`src/rtl/fsq_pkg.sv`:
```
package fsq_pkg;
  localparam int FSQ_N_MIN    = 45;
  localparam int FSQ_N_MAX    = 128;
  localparam int FSQ_SYNC_LEN = 2;
  localparam int FSQ_STROBES  = 4;
  localparam int FSQ_PH_W     = $clog2(FSQ_STROBES);
endpackage

```
`src/rtl/fsq_ws_sync.sv`:
```
module fsq_ws_sync #(
  parameter int STAGES = fsq_pkg::FSQ_SYNC_LEN
) (
  input  logic clk,
  input  logic rst_n,
  input  logic ws_async,
  output logic ws_rise
);
  logic [STAGES-1:0] chain;
  logic              ws_last;

  genvar g;
  generate
    for (g = 0; g < STAGES; g++) begin : g_stage
      if (g == 0) begin : g_first
        always_ff @(posedge clk) begin
          if (!rst_n) chain[0] <= 1'b0;
          else        chain[0] <= ws_async;
        end
      end else begin : g_next
        always_ff @(posedge clk) begin
          if (!rst_n) chain[g] <= 1'b0;
          else        chain[g] <= chain[g-1];
        end
      end
    end
  endgenerate

  always_ff @(posedge clk) begin
    if (!rst_n) ws_last <= 1'b0;
    else        ws_last <= chain[STAGES-1];
  end

  assign ws_rise = chain[STAGES-1] & ~ws_last;

  AST_RISE_SINGLE: assert property (@(posedge clk) disable iff (!rst_n)
    ws_rise |=> !ws_rise);
endmodule

```
`src/rtl/fsq_period_meter.sv`:
```
module fsq_period_meter #(
  parameter int P_W = 11
) (
  input  logic           clk,
  input  logic           rst_n,
  input  logic           ws_rise,
  output logic           meas_vld,
  output logic [P_W-1:0] meas_len
);
  localparam logic [P_W-1:0] CNT_TOP = {P_W{1'b1}};
  localparam logic [P_W-1:0] CNT_ONE = P_W'(1);

  logic [P_W-1:0] run_cnt;
  logic           seen_edge;

  always_ff @(posedge clk) begin
    if (!rst_n) begin
      run_cnt   <= '0;
      seen_edge <= 1'b0;
      meas_vld  <= 1'b0;
      meas_len  <= '0;
    end else if (ws_rise) begin
      run_cnt   <= CNT_ONE;
      seen_edge <= 1'b1;
      meas_vld  <= seen_edge;
      meas_len  <= run_cnt;
    end else begin
      meas_vld  <= 1'b0;
      if (run_cnt != CNT_TOP) run_cnt <= run_cnt + CNT_ONE;
    end
  end

  AST_MEAS_PULSE: assert property (@(posedge clk) disable iff (!rst_n)
    meas_vld |=> !meas_vld);
endmodule

```
`src/rtl/fsq_ratio_tracker.sv`:
```
module fsq_ratio_tracker #(
  parameter int N_MIN = fsq_pkg::FSQ_N_MIN,
  parameter int N_MAX = fsq_pkg::FSQ_N_MAX,
  parameter int N_W   = $clog2(N_MAX + 1),
  parameter int P_W   = $clog2(4 * N_MAX + 1) + 1
) (
  input  logic           clk,
  input  logic           rst_n,
  input  logic           meas_vld,
  input  logic [P_W-1:0] meas_len,
  output logic [N_W-1:0] div_n,
  output logic           locked
);
  localparam int M_W = P_W - 2;
  localparam logic [M_W-1:0] LO_V  = M_W'(N_MIN);
  localparam logic [M_W-1:0] HI_V  = M_W'(N_MAX);
  localparam logic [M_W-1:0] ONE_V = M_W'(1);
  localparam logic [N_W-1:0] RST_N = N_W'(N_MAX);

  logic [M_W-1:0] n_meas;
  logic [M_W-1:0] n_prev;
  logic [M_W-1:0] n_gap;
  logic           prev_ok;
  logic           in_range;
  logic           same;
  logic           far;

  assign n_meas   = meas_len[P_W-1:2];
  assign in_range = (n_meas >= LO_V) && (n_meas <= HI_V);
  assign same     = prev_ok && (n_meas == n_prev);
  assign n_gap    = (n_meas > n_prev) ? (n_meas - n_prev) : (n_prev - n_meas);
  assign far      = prev_ok && (n_gap > ONE_V);

  always_ff @(posedge clk) begin
    if (!rst_n) begin
      div_n   <= RST_N;
      locked  <= 1'b0;
      n_prev  <= '0;
      prev_ok <= 1'b0;
    end else if (meas_vld) begin
      if (!in_range) begin
        locked  <= 1'b0;
        prev_ok <= 1'b0;
      end else begin
        if (same) begin
          div_n  <= N_W'(n_meas);
          locked <= 1'b1;
        end else if (far) begin
          locked <= 1'b0;
        end
        prev_ok <= 1'b1;
        n_prev  <= n_meas;
      end
    end
  end

  AST_DIV_IN_RANGE: assert property (@(posedge clk) disable iff (!rst_n)
    (div_n >= N_W'(N_MIN)) && (div_n <= N_W'(N_MAX)));
  AST_BAD_MEAS_HOLDS: assert property (@(posedge clk) disable iff (!rst_n)
    meas_vld && !in_range |=> !locked && $stable(div_n));
  AST_FAR_MEAS_HOLDS: assert property (@(posedge clk) disable iff (!rst_n)
    meas_vld && in_range && far |=> !locked && $stable(div_n));
  AST_DIV_MOVES_ON_MATCH: assert property (@(posedge clk) disable iff (!rst_n)
    div_n != $past(div_n) |-> locked && $past(meas_vld));
endmodule

```
`src/rtl/fsq_strobe_divider.sv`:
```
module fsq_strobe_divider #(
  parameter int N_W  = 8,
  parameter int PH_W = fsq_pkg::FSQ_PH_W
) (
  input  logic            clk,
  input  logic            rst_n,
  input  logic [N_W-1:0]  div_n,
  input  logic            ws_rise,
  input  logic            align_en,
  output logic            strobe,
  output logic [PH_W-1:0] phase
);
  localparam logic [N_W-1:0]  ONE_N  = N_W'(1);
  localparam logic [PH_W-1:0] ONE_P  = PH_W'(1);
  localparam logic [PH_W-1:0] LAST_P = {PH_W{1'b1}};

  logic [N_W-1:0] div_cnt;
  logic           wrap;

  assign wrap = (div_cnt >= (div_n - ONE_N));

  always_ff @(posedge clk) begin
    if (!rst_n) begin
      div_cnt <= '0;
      strobe  <= 1'b0;
      phase   <= LAST_P;
    end else if (align_en && ws_rise) begin
      div_cnt <= '0;
      strobe  <= 1'b1;
      phase   <= '0;
    end else if (wrap) begin
      div_cnt <= '0;
      strobe  <= 1'b1;
      phase   <= phase + ONE_P;
    end else begin
      div_cnt <= div_cnt + ONE_N;
      strobe  <= 1'b0;
    end
  end

  AST_PHASE_HOLD: assert property (@(posedge clk) disable iff (!rst_n)
    !strobe |-> $stable(phase));
  AST_PHASE_STEP: assert property (@(posedge clk) disable iff (!rst_n)
    strobe && !$past(align_en) |-> phase == PH_W'($past(phase) + ONE_P));
  AST_STROBE_ONE_CYCLE: assert property (@(posedge clk) disable iff (!rst_n)
    strobe && !align_en |=> !strobe);
endmodule

```
`src/rtl/fsq_synth.sv`:
```
module fsq_synth #(
  parameter int N_MIN = fsq_pkg::FSQ_N_MIN,
  parameter int N_MAX = fsq_pkg::FSQ_N_MAX
) (
  input  logic       clk_mclk,
  input  logic       rst_n,
  input  logic       ws_in,
  input  logic       phase_lock_sel,
  output logic       strobe_4fs,
  output logic [1:0] phase_idx,
  output logic       locked
);
  localparam int N_W = $clog2(N_MAX + 1);
  localparam int P_W = $clog2(4 * N_MAX + 1) + 1;

  logic           ws_rise;
  logic           meas_vld;
  logic [P_W-1:0] meas_len;
  logic [N_W-1:0] div_n;

  fsq_ws_sync #(.STAGES(fsq_pkg::FSQ_SYNC_LEN)) u_sync (
    .clk      (clk_mclk),
    .rst_n    (rst_n),
    .ws_async (ws_in),
    .ws_rise  (ws_rise)
  );

  fsq_period_meter #(.P_W(P_W)) u_meter (
    .clk      (clk_mclk),
    .rst_n    (rst_n),
    .ws_rise  (ws_rise),
    .meas_vld (meas_vld),
    .meas_len (meas_len)
  );

  fsq_ratio_tracker #(
    .N_MIN (N_MIN),
    .N_MAX (N_MAX),
    .N_W   (N_W),
    .P_W   (P_W)
  ) u_track (
    .clk      (clk_mclk),
    .rst_n    (rst_n),
    .meas_vld (meas_vld),
    .meas_len (meas_len),
    .div_n    (div_n),
    .locked   (locked)
  );

  fsq_strobe_divider #(.N_W(N_W), .PH_W(2)) u_div (
    .clk      (clk_mclk),
    .rst_n    (rst_n),
    .div_n    (div_n),
    .ws_rise  (ws_rise),
    .align_en (phase_lock_sel),
    .strobe   (strobe_4fs),
    .phase    (phase_idx)
  );
endmodule

```
`config.mk`:
```
export PLATFORM = sky130hd
export DESIGN_NAME = fsq_synth
export DESIGN_NICKNAME = d
export VERILOG_FILES = /design/src/rtl/fsq_pkg.sv /design/src/rtl/fsq_ws_sync.sv /design/src/rtl/fsq_period_meter.sv /design/src/rtl/fsq_ratio_tracker.sv /design/src/rtl/fsq_strobe_divider.sv /design/src/rtl/fsq_synth.sv
export SDC_FILE = /design/constraint.sdc
export NUM_CORES = 1
export LEC_CHECK = 0
export BUFFER_PORTS_ARGS = -buffer_cell sky130_fd_sc_hd__buf_2
export CAP_MARGIN = 10
export CELL_PAD_IN_SITES_DETAIL_PLACEMENT = 1
export CELL_PAD_IN_SITES_GLOBAL_PLACEMENT = 2
export CORE_ASPECT_RATIO = 0.75
export CORE_MARGIN = 1.5
export CORE_UTILIZATION = 37
export CTS_BUF_LIST = sky130_fd_sc_hd__clkbuf_8
export DETAILED_ROUTE_END_ITERATION = 7
export PLACE_DENSITY = 0.89
export SYNTH_ARGS = -nofsm -noshare
export SYNTH_HDL_FRONTEND = slang
export SYNTH_HIERARCHICAL = 1
export SYNTH_SLANG_ARGS = --single-unit
```
`constraint.sdc`:
```
create_clock -name clk_mclk -period 2.07 [get_ports clk_mclk]
set_input_delay 0.207 -clock clk_mclk [delete_from_list [all_inputs] [get_ports clk_mclk]]
set_output_delay 0.207 -clock clk_mclk [all_outputs]
set_load 0.02 [all_outputs]
```
==> out/results.tsv, run 1 <==
metric	value	unit
outcome	complete, but fails checks	
violations	setup timing	
die_height	86.70	um
worstSkewPairLatency	0.33	ns
clk_pin_slew	0.11	ns
cp-start-kind	flip-flop	
final-setup-viol-count	30	
first_pass_iters	4	
fin_nets	514	
arrival	2.63	ns
placed_area	4064	um2
fp.dieW	114.6	um
hold_viol	0	
root_buffer	clkbuf_8	
gp_congestion	0.8259	
io_buffer_count	7	
area_growth	38.63	%
period_share	1.178	
fill_cells	1028	
placed_cells_incl_taps	572	
max_slew_margin	0.6613	
grt_overflow	0	
drive_above_1_share	0.3784	
final.setup.tns	-7.501	ns
cp_data_required_time	2.26	ns
cts_tree	done	
register_area	1117	um2
wl_per_cell	20.40	um
routed_wl	12420	um
crit_path_end_kind	flip-flop	
fin_total_pwr	0.001987	W
htreeDepth	2	
worstReg2RegStart	u_track/div_n[3]	
ctsHoldBuffers	0	
vias	3384	
numClockSinks	55	
tightest_slew	0.5028	ns
min_path_type	input port to flip-flop	
fin_cells	609	
grt_max_degree	18	
antenna_found_initial	0	
r2r_slack	-0.37	ns
multiInputGateArea	2480	um2
final_cell_area	4791	um2
cts_buffers	5	
fin_ws	-0.3683	ns
r2r_cells	9	
fmax	0.4101	GHz
vias_per_cell	5.557	
layout_min_cycle_time	2.438	ns
min_from	ws_in	
synth_fp_nets	426	
power.density	414.7	nW/um2
first_global_vias	3472	
rsz0062_at_grt	yes	
grt_pass1_wl	18450	um
synth_cells	392	
ir_drop	0.0002471	V
p_comb_frac	0.057	
p_sw_frac	0.2372	
io_pins	8	
yosysWarningCount	6	
initial_utilization	0.3820	
p_int	0.001515	W
detail-route-antenna-nets	0	
maxCapViolCount	0	
power_frac_clock	0.394	
drv_slew	0	
seqPwrFrac	0.549	
leakage	2.142	nW
core_area	9046	um2
drc_errors	0	
syn-cell-area	3456	um2
place_hpwl	7652	um
r2r_end	u_div/phase[1]	
min_to	u_sync/chain[0]	
die-area	9935	um2
dp_slack	-0.3262	ns
p_sw	0.0004712	W
crit_fanout	4	
path_class	flip-flop to flip-flop	
fp-row-count	30	
hold_path_depth	2	
drtIter0Drc	213	
clock_path_buffers	2	
final.setup_skew	0.01048	ns
syn_area_per_cell	8.816	um2
grt_usage	0.2417	
n_antenna_cell	0	
## routing by layer
metal / vias to the layer above / share of wire / global-route usage
met4: 0 / 0.024 / 0.07386
met2: 109 / 0.48 / 0.4034
met3: 28 / 0.057 / 0.03916
li1: 1560 / - / -
met1: 1687 / 0.44 / 0.3219
met5: - / 0 / 0
## sequential cells by signal, indices dropped and copies added (netlist names)
name,cells
u_div/div_cnt,8
u_div/phase,2
u_div/strobe,1
u_meter/meas_len,9
u_meter/meas_vld,1
u_meter/run_cnt,11
u_meter/seen_edge,1
u_sync/chain,2
u_sync/ws_last,1
u_track/div_n,8
u_track/locked,1
u_track/n_prev,9
u_track/prev_ok,1
## cells in the final DEF (no fill, tap or decap), types with 6 or more instances in the layout
cell	instances
mux2i_1	20
nor2_1	18
ha_1	20
buf_2	7
a211oi_1	7
dfxtp_2	10
inv_1	22
nand4_1	6
and2_1	11
a31oi_1	11
nor2_2	6
nor2b_1	21
o21ai_0	11
xor2_1	10
a21oi_1	12
nand2_1	19
buf_6	9
xnor2_1	8
nand3_1	10
clkbuf_8	6
buf_4	72
dfxtp_1	44
o21ai_2	8
## repair_timing
action	CTS	global route
pin swaps	23	20
gates resized for setup	52	35
endpoints found under the setup margin	29	30
buffers inserted	18	8
gates cloned	3	1
## critical path, cell delays in order, from the launching register on
cell and delay [ns]:
dfxtp_1 0.39, nor2_1 0.26, nor4b_4 0.26, xnor2_1 0.11, ha_1 0.32, nand4_1 0.11, o31a_2 0.41, buf_6 0.14
o21ai_0 0.17, o211ai_1 0.13
## per-stage QoR
stage | hold WS [ns] | util
3_5_place_dp | 0.4172 | 0.4492
5_1_grt | 0.09266 | 0.5296
2_1_floorplan | 0.2689 | -
3_3_place_gp | 0.4170 | 0.4492
4_1_cts | 0.08359 | 0.5051
6_report | 0.08737 | 0.5296
## power by group through the flow
stage	sequential (W)	clock [W]	combinational [W]
floorplan	0.00111	0	0.0000698
global placement	0.00111	0	0.0000994
detailed placement	0.00112	0	0.000105
CTS	0.00109	0.000789	0.000108
global route	0.00109	0.000844	0.000122
finish	0.00109	0.000783	0.000114
## cell type report
cell class | instances | share of cell area
Clock buffer | 6 | 0.01724
Clock inverter | 2 | 0.007313
Timing Repair Buffer | 95 | 0.1716
Inverter | 25 | 0.01959
Sequential cell | 55 | 0.2332
Multi-Input combinational cell | 298 | 0.5176
Tap cell | 128 | 0.03343
## how the worst max path moves through the flow
stage / depth (start not counted) / startpoint / to / slack [ns]
3_3_place_gp: 11 / u_meter/meas_len[6] / u_track/locked / -0.23
2_1_floorplan: 9 / u_track/div_n[5] / u_div/phase[0] / -0.05
4_1_cts: 10 / u_track/div_n[5] / u_div/div_cnt[7] / -0.28
5_1_grt: 9 / u_track/div_n[3] / u_div/phase[1] / -0.45
3_5_place_dp: 9 / u_track/n_prev[0] / u_track/locked / -0.33
6_report: 9 / u_track/div_n[3] / u_div/phase[1] / -0.37
Power figures use the tool's default switching activity.
==> run 2, diff against run 1 <==
- CORE_UTILIZATION: 37 -> 36
- PLACE_DENSITY: 0.89 -> 0.88
- SYNTH_HIERARCHICAL: 1 -> unset
==> run 2 against run 1 <==
  * The run still ends with setup timing left
  * Global-route usage shrank 3.8 points
  * Combinational power shrank 23%
  * Hold slack gained 0.026 ns
  * Utilization shrank 4.4 points
  * Clock power shrank 11%
  * Synthesized cell count grew 0.26%
  * Non-clock buffer count shrank 14
  * Power shrank 5.7%
  * Sequential share of layout area grew 2.4 points
  * Routed wire length shrank 19%
  * Critical path type unchanged
  * Highest routed layer unchanged
==> out/results.tsv, run 2 <==
metric	value	unit
outcome	complete, but fails checks	
violations	setup timing	
io_buffer_count	7	
path_class	flip-flop to flip-flop	
ir_drop	0.0002948	V
gp_congestion	0.7890	
fin_nets	500	
period_share	1.292	
syn_area_per_cell	8.481	um2
htreeDepth	2	
worstSkewPairLatency	0.31	ns
cp-start-kind	flip-flop	
min_path_type	input port to flip-flop	
yosysWarningCount	0	
tightest_slew	0.4688	ns
die-area	9851	um2
place_hpwl	6963	um
drtIter0Drc	152	
clock_path_buffers	2	
max_slew_margin	0.6850	
die_height	86.33	um
ys_top_cells_by_count	dfxtp_1 (55), nand2_1 (40), inv_1 (30), ha_1 (28), nor2_1 (28)	
vias	3033	
fmax	0.3740	GHz
largest_reg_flops	11	
final-setup-viol-count	26	
worstReg2RegStart	u_track.div_n[5]	
final.setup.tns	-8.518	ns
first_global_vias	3202	
maxCapViolCount	0	
numClockSinks	55	
fin_ws	-0.6042	ns
min_from	ws_in	
ys_async_sr_fraction	0	
hold_viol	0	
io_pins	8	
yosys.area.top_type	dfxtp_1	
synth-main-ff-cell	dfxtp_1	
area_growth	31.23	%
final_cell_mix	buf_4 (66), dfxtp_1 (44), nand2_1 (39), inv_1 (29), nor2_1 (25)	
initial_utilization	0.3700	
power.density	428.3	nW/um2
ys_seq_area_frac	0.3303	
grt_pass1_wl	15880	um
vias_per_cell	5.247	
detail-route-antenna-nets	0	
final_common_cell	buf_4	
ys_ff_latch	55	
synth_cells	393	
synth_top_cell_area_share	0.3303	
yosys-top-cells-area	dfxtp_1 (33%), ha_1 (11%), nand2_1 (4.5%)	
drive_above_1_share	0.2961	
fill_cells	1067	
fp-row-count	30	
routed_wl	10090	um
clk_pin_slew	0.10	ns
cp_data_required_time	2.33	ns
wl_per_cell	17.46	um
cts_tree	done	
post-route-util	0.4856	
synth_edf_count	0	
crit_path_end_kind	flip-flop	
arrival	2.93	ns
synth_fp_nets	427	
root_buffer	clkbuf_8	
rsz0062_at_grt	yes	
grt_overflow	0	
grt_usage	0.2040	
crit_start	u_track.div_n[5]	
core_area	9009	um2
cts_buffers	5	
synth.most_common_cell	dfxtp_1	
grt_max_degree	18	
layout_min_cycle_time	2.674	ns
drc_errors	0	
crit_fanout	8	
final.setup_skew	0.01185	ns
register_area	1125	um2
top_regs	u_meter.run_cnt (11), u_meter.meas_len (9), u_track.n_prev (9)	
top_register	u_meter.run_cnt	
first_pass_iters	4	
antenna_found_initial	0	
yosysUniqueCellTypes	53	
n_antenna_cell	0	
leakage	1.809	nW
fp.dieW	114.1	um
syn-cell-area	3333	um2
drv_slew	0	
multiInputGateArea	2270	um2
[run 2: cell types whose count changed in the layout (fill, tap and decap cells not counted), sizes merged, moves of 6 or more]
cell    change
a21boi     +16
buf        -13
nor2b      -13
nand2      +11
mux2i      -10
a31oi       -9
nand3       +8
inv         +7
o21ai       -6
xor2        +6
[run 2: logic make-up (layout without fill, tap and decap cells)]
family / after synthesis / count (layout) / synth area share
compound gates: 90 / 90 / 0.1959
xor+xnor: 26 / 26 / 0.06832
fa+ha+maj: 30 / 30 / 0.1171
buf+inv: 46 / 119 / 0.05443
flops: 55 / 55 / 0.3303
mux: 11 / 11 / 0.03341
simple gates: 135 / 135 / 0.2004
[run 2: worst max-delay path: stages (launching register included)]
cell       delay, ns
dfxtp_2         0.33
or4_4           0.58
nor2_4          0.11
xnor2_1         0.14
ha_1            0.29
o21a_1          0.19
o21a_1          0.19
a221o_1         0.36
inv_2           0.11
o2111ai_4       0.18
nor2_1          0.15
[run 2: stage by stage]
stage	hold slack, ns	setup slack, ns	power [W]	area (um2)	cells
2_1_floorplan	0.3343	-0.4254	0.001169	3426	393
3_3_place_gp	0.4152	-0.4621	0.001195	4009	562
6_report	0.1130	-0.6042	0.001873	4374	578
3_5_place_dp	0.4275	-0.5829	0.001200	4009	562
4_1_cts	0.1014	-0.5175	0.001897	4199	574
5_1_grt	0.1072	-0.7156	0.001954	4374	578
[run 2: worst paths after layout]
check | to | slack, ns | depth (start not counted)
setup / recovery | u_div.div_cnt[7] | -0.60 | 10
hold / removal | u_sync.chain[0] | 0.11 | 2
setup reg to reg | u_div.div_cnt[7] | -0.60 | 10
hold reg to reg | u_sync.chain[1] | 0.44 | 1
[run 2: what timing repair did]
action	4_1_cts	5_1_grt
buffers inserted	4	5
pin swaps	14	14
gates cloned	1	1
hold buffers	0	0
resized for setup	15	33
setup endpoints to repair	20	29
[run 2: metal layers]
| metal | vias to the layer above | track usage | routed length, um |
|---|---|---|---|
| li1 | 1506 | - | - |
| met1 | 1467 | 0.2797 | 4818 |
| met2 | 43 | 0.3434 | 4784 |
| met3 | 17 | 0.03007 | 321 |
| met4 | 0 | 0.04318 | 166 |
| met5 | - | 0 | 0 |
[run 2: report_power, final]
group          internal, W  switching (W)
Clock             0.000351       0.000350
Combinational    0.0000394      0.0000485
Sequential         0.00107      0.0000175
Total              0.00146       0.000416
[run 2: layout make-up]
type	count	share of cell area
sequential	55	0.2572
clock buffer	5	0.01573
inverter	31	0.02660
tap	112	0.03204
clock inverter	2	0.007723
multi-input combinational	292	0.5189
timing repair buffer	81	0.1419
==> run 3, diff against run 2 <==
- ABC_AREA: unset -> 1
- CORE_UTILIZATION: 36 -> 34
- PLACE_DENSITY: 0.88 -> 0.89
- RECOVER_POWER: unset -> 100
==> run 3 against run 2 <==
  * The run still ends with setup timing left
  * Setup slack improved by 0.47 ns
  * Sequential share of layout area rose by 1.2 points
  * Non-clock buffer count fell by 30
  * Die area rose by 6.2%
  * First-iteration DRC count fell by 23%
  * Combinational power rose by 9.0%
  * Count of clock-buffer cells in the layout did not move
  * Cell area fell by 5.2%
  * Global-route usage fell by 1.6 points
  * Largest power group unchanged
==> out/results.tsv, run 3 <==
metric	value	unit
min_from	ws_in	
synth_fp_nets	507	
ys_seq_area_frac	0.3286	
cts_tree	done	
max_slew_margin	0.6760	
synth_top_cell_area_share	0.3286	
fill_cells	1262	
place_hpwl	7374	um
period_share	1.066	
path_class	flip-flop to flip-flop	
core_area	9619	um2
final_common_cell	nand2_1	
yosysWarningCount	0	
hold_viol	0	
grt_pass1_wl	15700	um
final-setup-viol-count	12	
rsz0062_at_grt	yes	
ys_ff_latch	55	
power.density	430.6	nW/um2
synth-main-ff-cell	dfxtp_1	
synth_cells	473	
grt_overflow	0	
numClockSinks	55	
r2r_cells	12	
tightest_slew	0.4854	ns
final.setup_skew	0.01259	ns
worstSkewPairLatency	0.32	ns
top_register	u_meter.run_cnt	
final_cell_mix	nand2_1 (97), inv_1 (82), dfxtp_1 (50), buf_4 (44), a21oi_1 (32)	
initial_utilization	0.3483	
placed_cells_incl_taps	645	
gp_congestion	0.8358	
r2r_end	u_div.div_cnt[4]	
detail-route-antenna-nets	0	
io_buffer_count	7	
r2r_slack	-0.14	ns
yosysUniqueCellTypes	37	
critPathMaxStageDelay	0.39	ns
syn_area_per_cell	7.084	um2
grt_usage	0.1882	
hold_path_depth	3	
syn-cell-area	3351	um2
routed_wl	9342	um
cp_data_required_time	2.33	ns
final.setup.tns	-1.066	ns
yosys.area.top_type	dfxtp_1	
vias	3135	
synth_edf_count	0	
fmax	0.4531	GHz
min_path_type	input port to flip-flop	
fin_cells	656	
io_pins	8	
yosys-top-cells-area	dfxtp_1 (33%), nand2_1 (12%), ha_1 (10%)	
area_growth	23.79	%
fp-row-count	31	
fp.dieW	117.6	um
layout_min_cycle_time	2.207	ns
violations	setup timing	
first_global_vias	3355	
cts_buffers	5	
root_buffer	clkbuf_8	
clk_pin_slew	0.11	ns
drtIter0Drc	117	
fin_hold_ws	0.07940	ns
crit_start	u_track.div_n[2]	
maxCapViolCount	0	
wl_per_cell	14.24	um
fin_ws	-0.1368	ns
htreeDepth	2	
ir_drop	0.0002274	V
top_regs	u_meter.run_cnt (11), u_meter.meas_len (9), u_track.n_prev (9)	
n_antenna_cell	0	
first_pass_iters	4	
die-area	10470	um2
drc_errors	0	
path_common_cell	nand4_1	
clock_path_buffers	2	
leakage	1.947	nW
ys_top_cells_by_count	nand2_1 (104), inv_1 (86), dfxtp_1 (55), a21oi_1 (37), nor2_1 (32)	
min_to	u_sync.chain[0]	
drv_slew	0	
fin_total_pwr	0.001786	W
crit_chain	nor2_4 > nand4_1 > buf_4 > xor2_1 > ha_1 > nand2_1 > nor2_2 > nand4_1 > o2111ai_4 > a21oi_4 > nand2_4 > nor3b_2	
arrival	2.47	ns
crit_slowest_cell	dfxtp_4	
ys_async_sr_fraction	0	
crit_family	simple AND/OR/NAND/NOR gates	
vias_per_cell	4.779	
cp-start-kind	flip-flop	
die_height	88.98	um
critical_path_buf_inv_count	1	
fin_nets	557	
crit_path_end_kind	flip-flop	
worstReg2RegStart	u_track.div_n[2]	
outcome	complete, but fails checks	
largest_reg_flops	11	
drive_above_1_share	0.2538	
grt_max_degree	23	
synth.most_common_cell	nand2_1	
crit_fanout	8	
dp_slack	-0.3796	ns
antenna_found_initial	0	
## run 3: cell types whose count changed in the layout (fill, tap and decap cells not counted), sizes merged, moves of 10 or more
cell,change
inv,+57
nand3,+12
a21boi,-18
nor2,+10
mux2i,-10
a21oi,+25
buf,-30
nand2,+69
## run 3: stage by stage
stage,util,cell area (um2)
5_1_grt,0.4312,4148
6_report,0.4312,4148
2_1_floorplan,-,3351
4_1_cts,0.4186,4026
3_3_place_gp,0.3957,3806
3_5_place_dp,0.3957,3806
## run 3: timing repair
action,4_1_cts,5_1_grt
setup endpoints to repair,19,22
setup buffers,1,2
hold buffers,0,0
cloned,0,0
gates resized for setup,36,25
pin swaps,6,15
## run 3: how the worst max path moves through the flow
stage / end / cells after the start
after global placement: u_div.div_cnt[2] / 12
after global routing: u_div.div_cnt[4] / 12
after CTS: u_div.phase[1] / 13
final: u_div.div_cnt[4] / 12
after detailed placement: u_div.div_cnt[4] / 12
after floorplan: u_div.div_cnt[2] / 13
## run 3: worst min-delay path, stage by stage
cell,delay [ns]
buf_2,0.08
nand2_1,0.04
inv_1,0.04
## run 3: logic make-up after synthesis
group	synth area share
simple gates	0.2707
buf+inv	0.1158
compound gates	0.1318
flops	0.3286
fa+ha+maj	0.1165
xor+xnor	0.03660
## run 3: per-layer routing
| layer | global-route usage | wire length (um) | vias up |
|---|---|---|---|
| li1 | - | - | 1602 |
| met4 | 0.03991 | 53 | 0 |
| met2 | 0.3307 | 4247 | 22 |
| met1 | 0.2492 | 4779 | 1504 |
| met5 | 0 | 0 | - |
| met3 | 0.02934 | 262 | 7 |
## run 3: layout make-up
cell class	instances	area, um2	share of cell area
clock buffers	5	68.82	0.01659
multi-input cells	321	2082	0.5020
inverters	89	335.3	0.08084
clock inverters	3	16.27	0.003922
repair buffers	51	365.4	0.08808
flip-flops and latches	55	1115	0.2688
well taps	132	165.2	0.03982
## run 3: power by group
| group | leakage, nW | switching, W | internal, W |
|---|---|---|---|
| clock network | 0.0453 | 0.000375 | 0.000233 |
| registers | 0.449 | 0.0000127 | 0.00107 |
| logic | 1.45 | 0.0000621 | 0.0000336 |
| total | 1.95 | 0.000450 | 0.00134 |
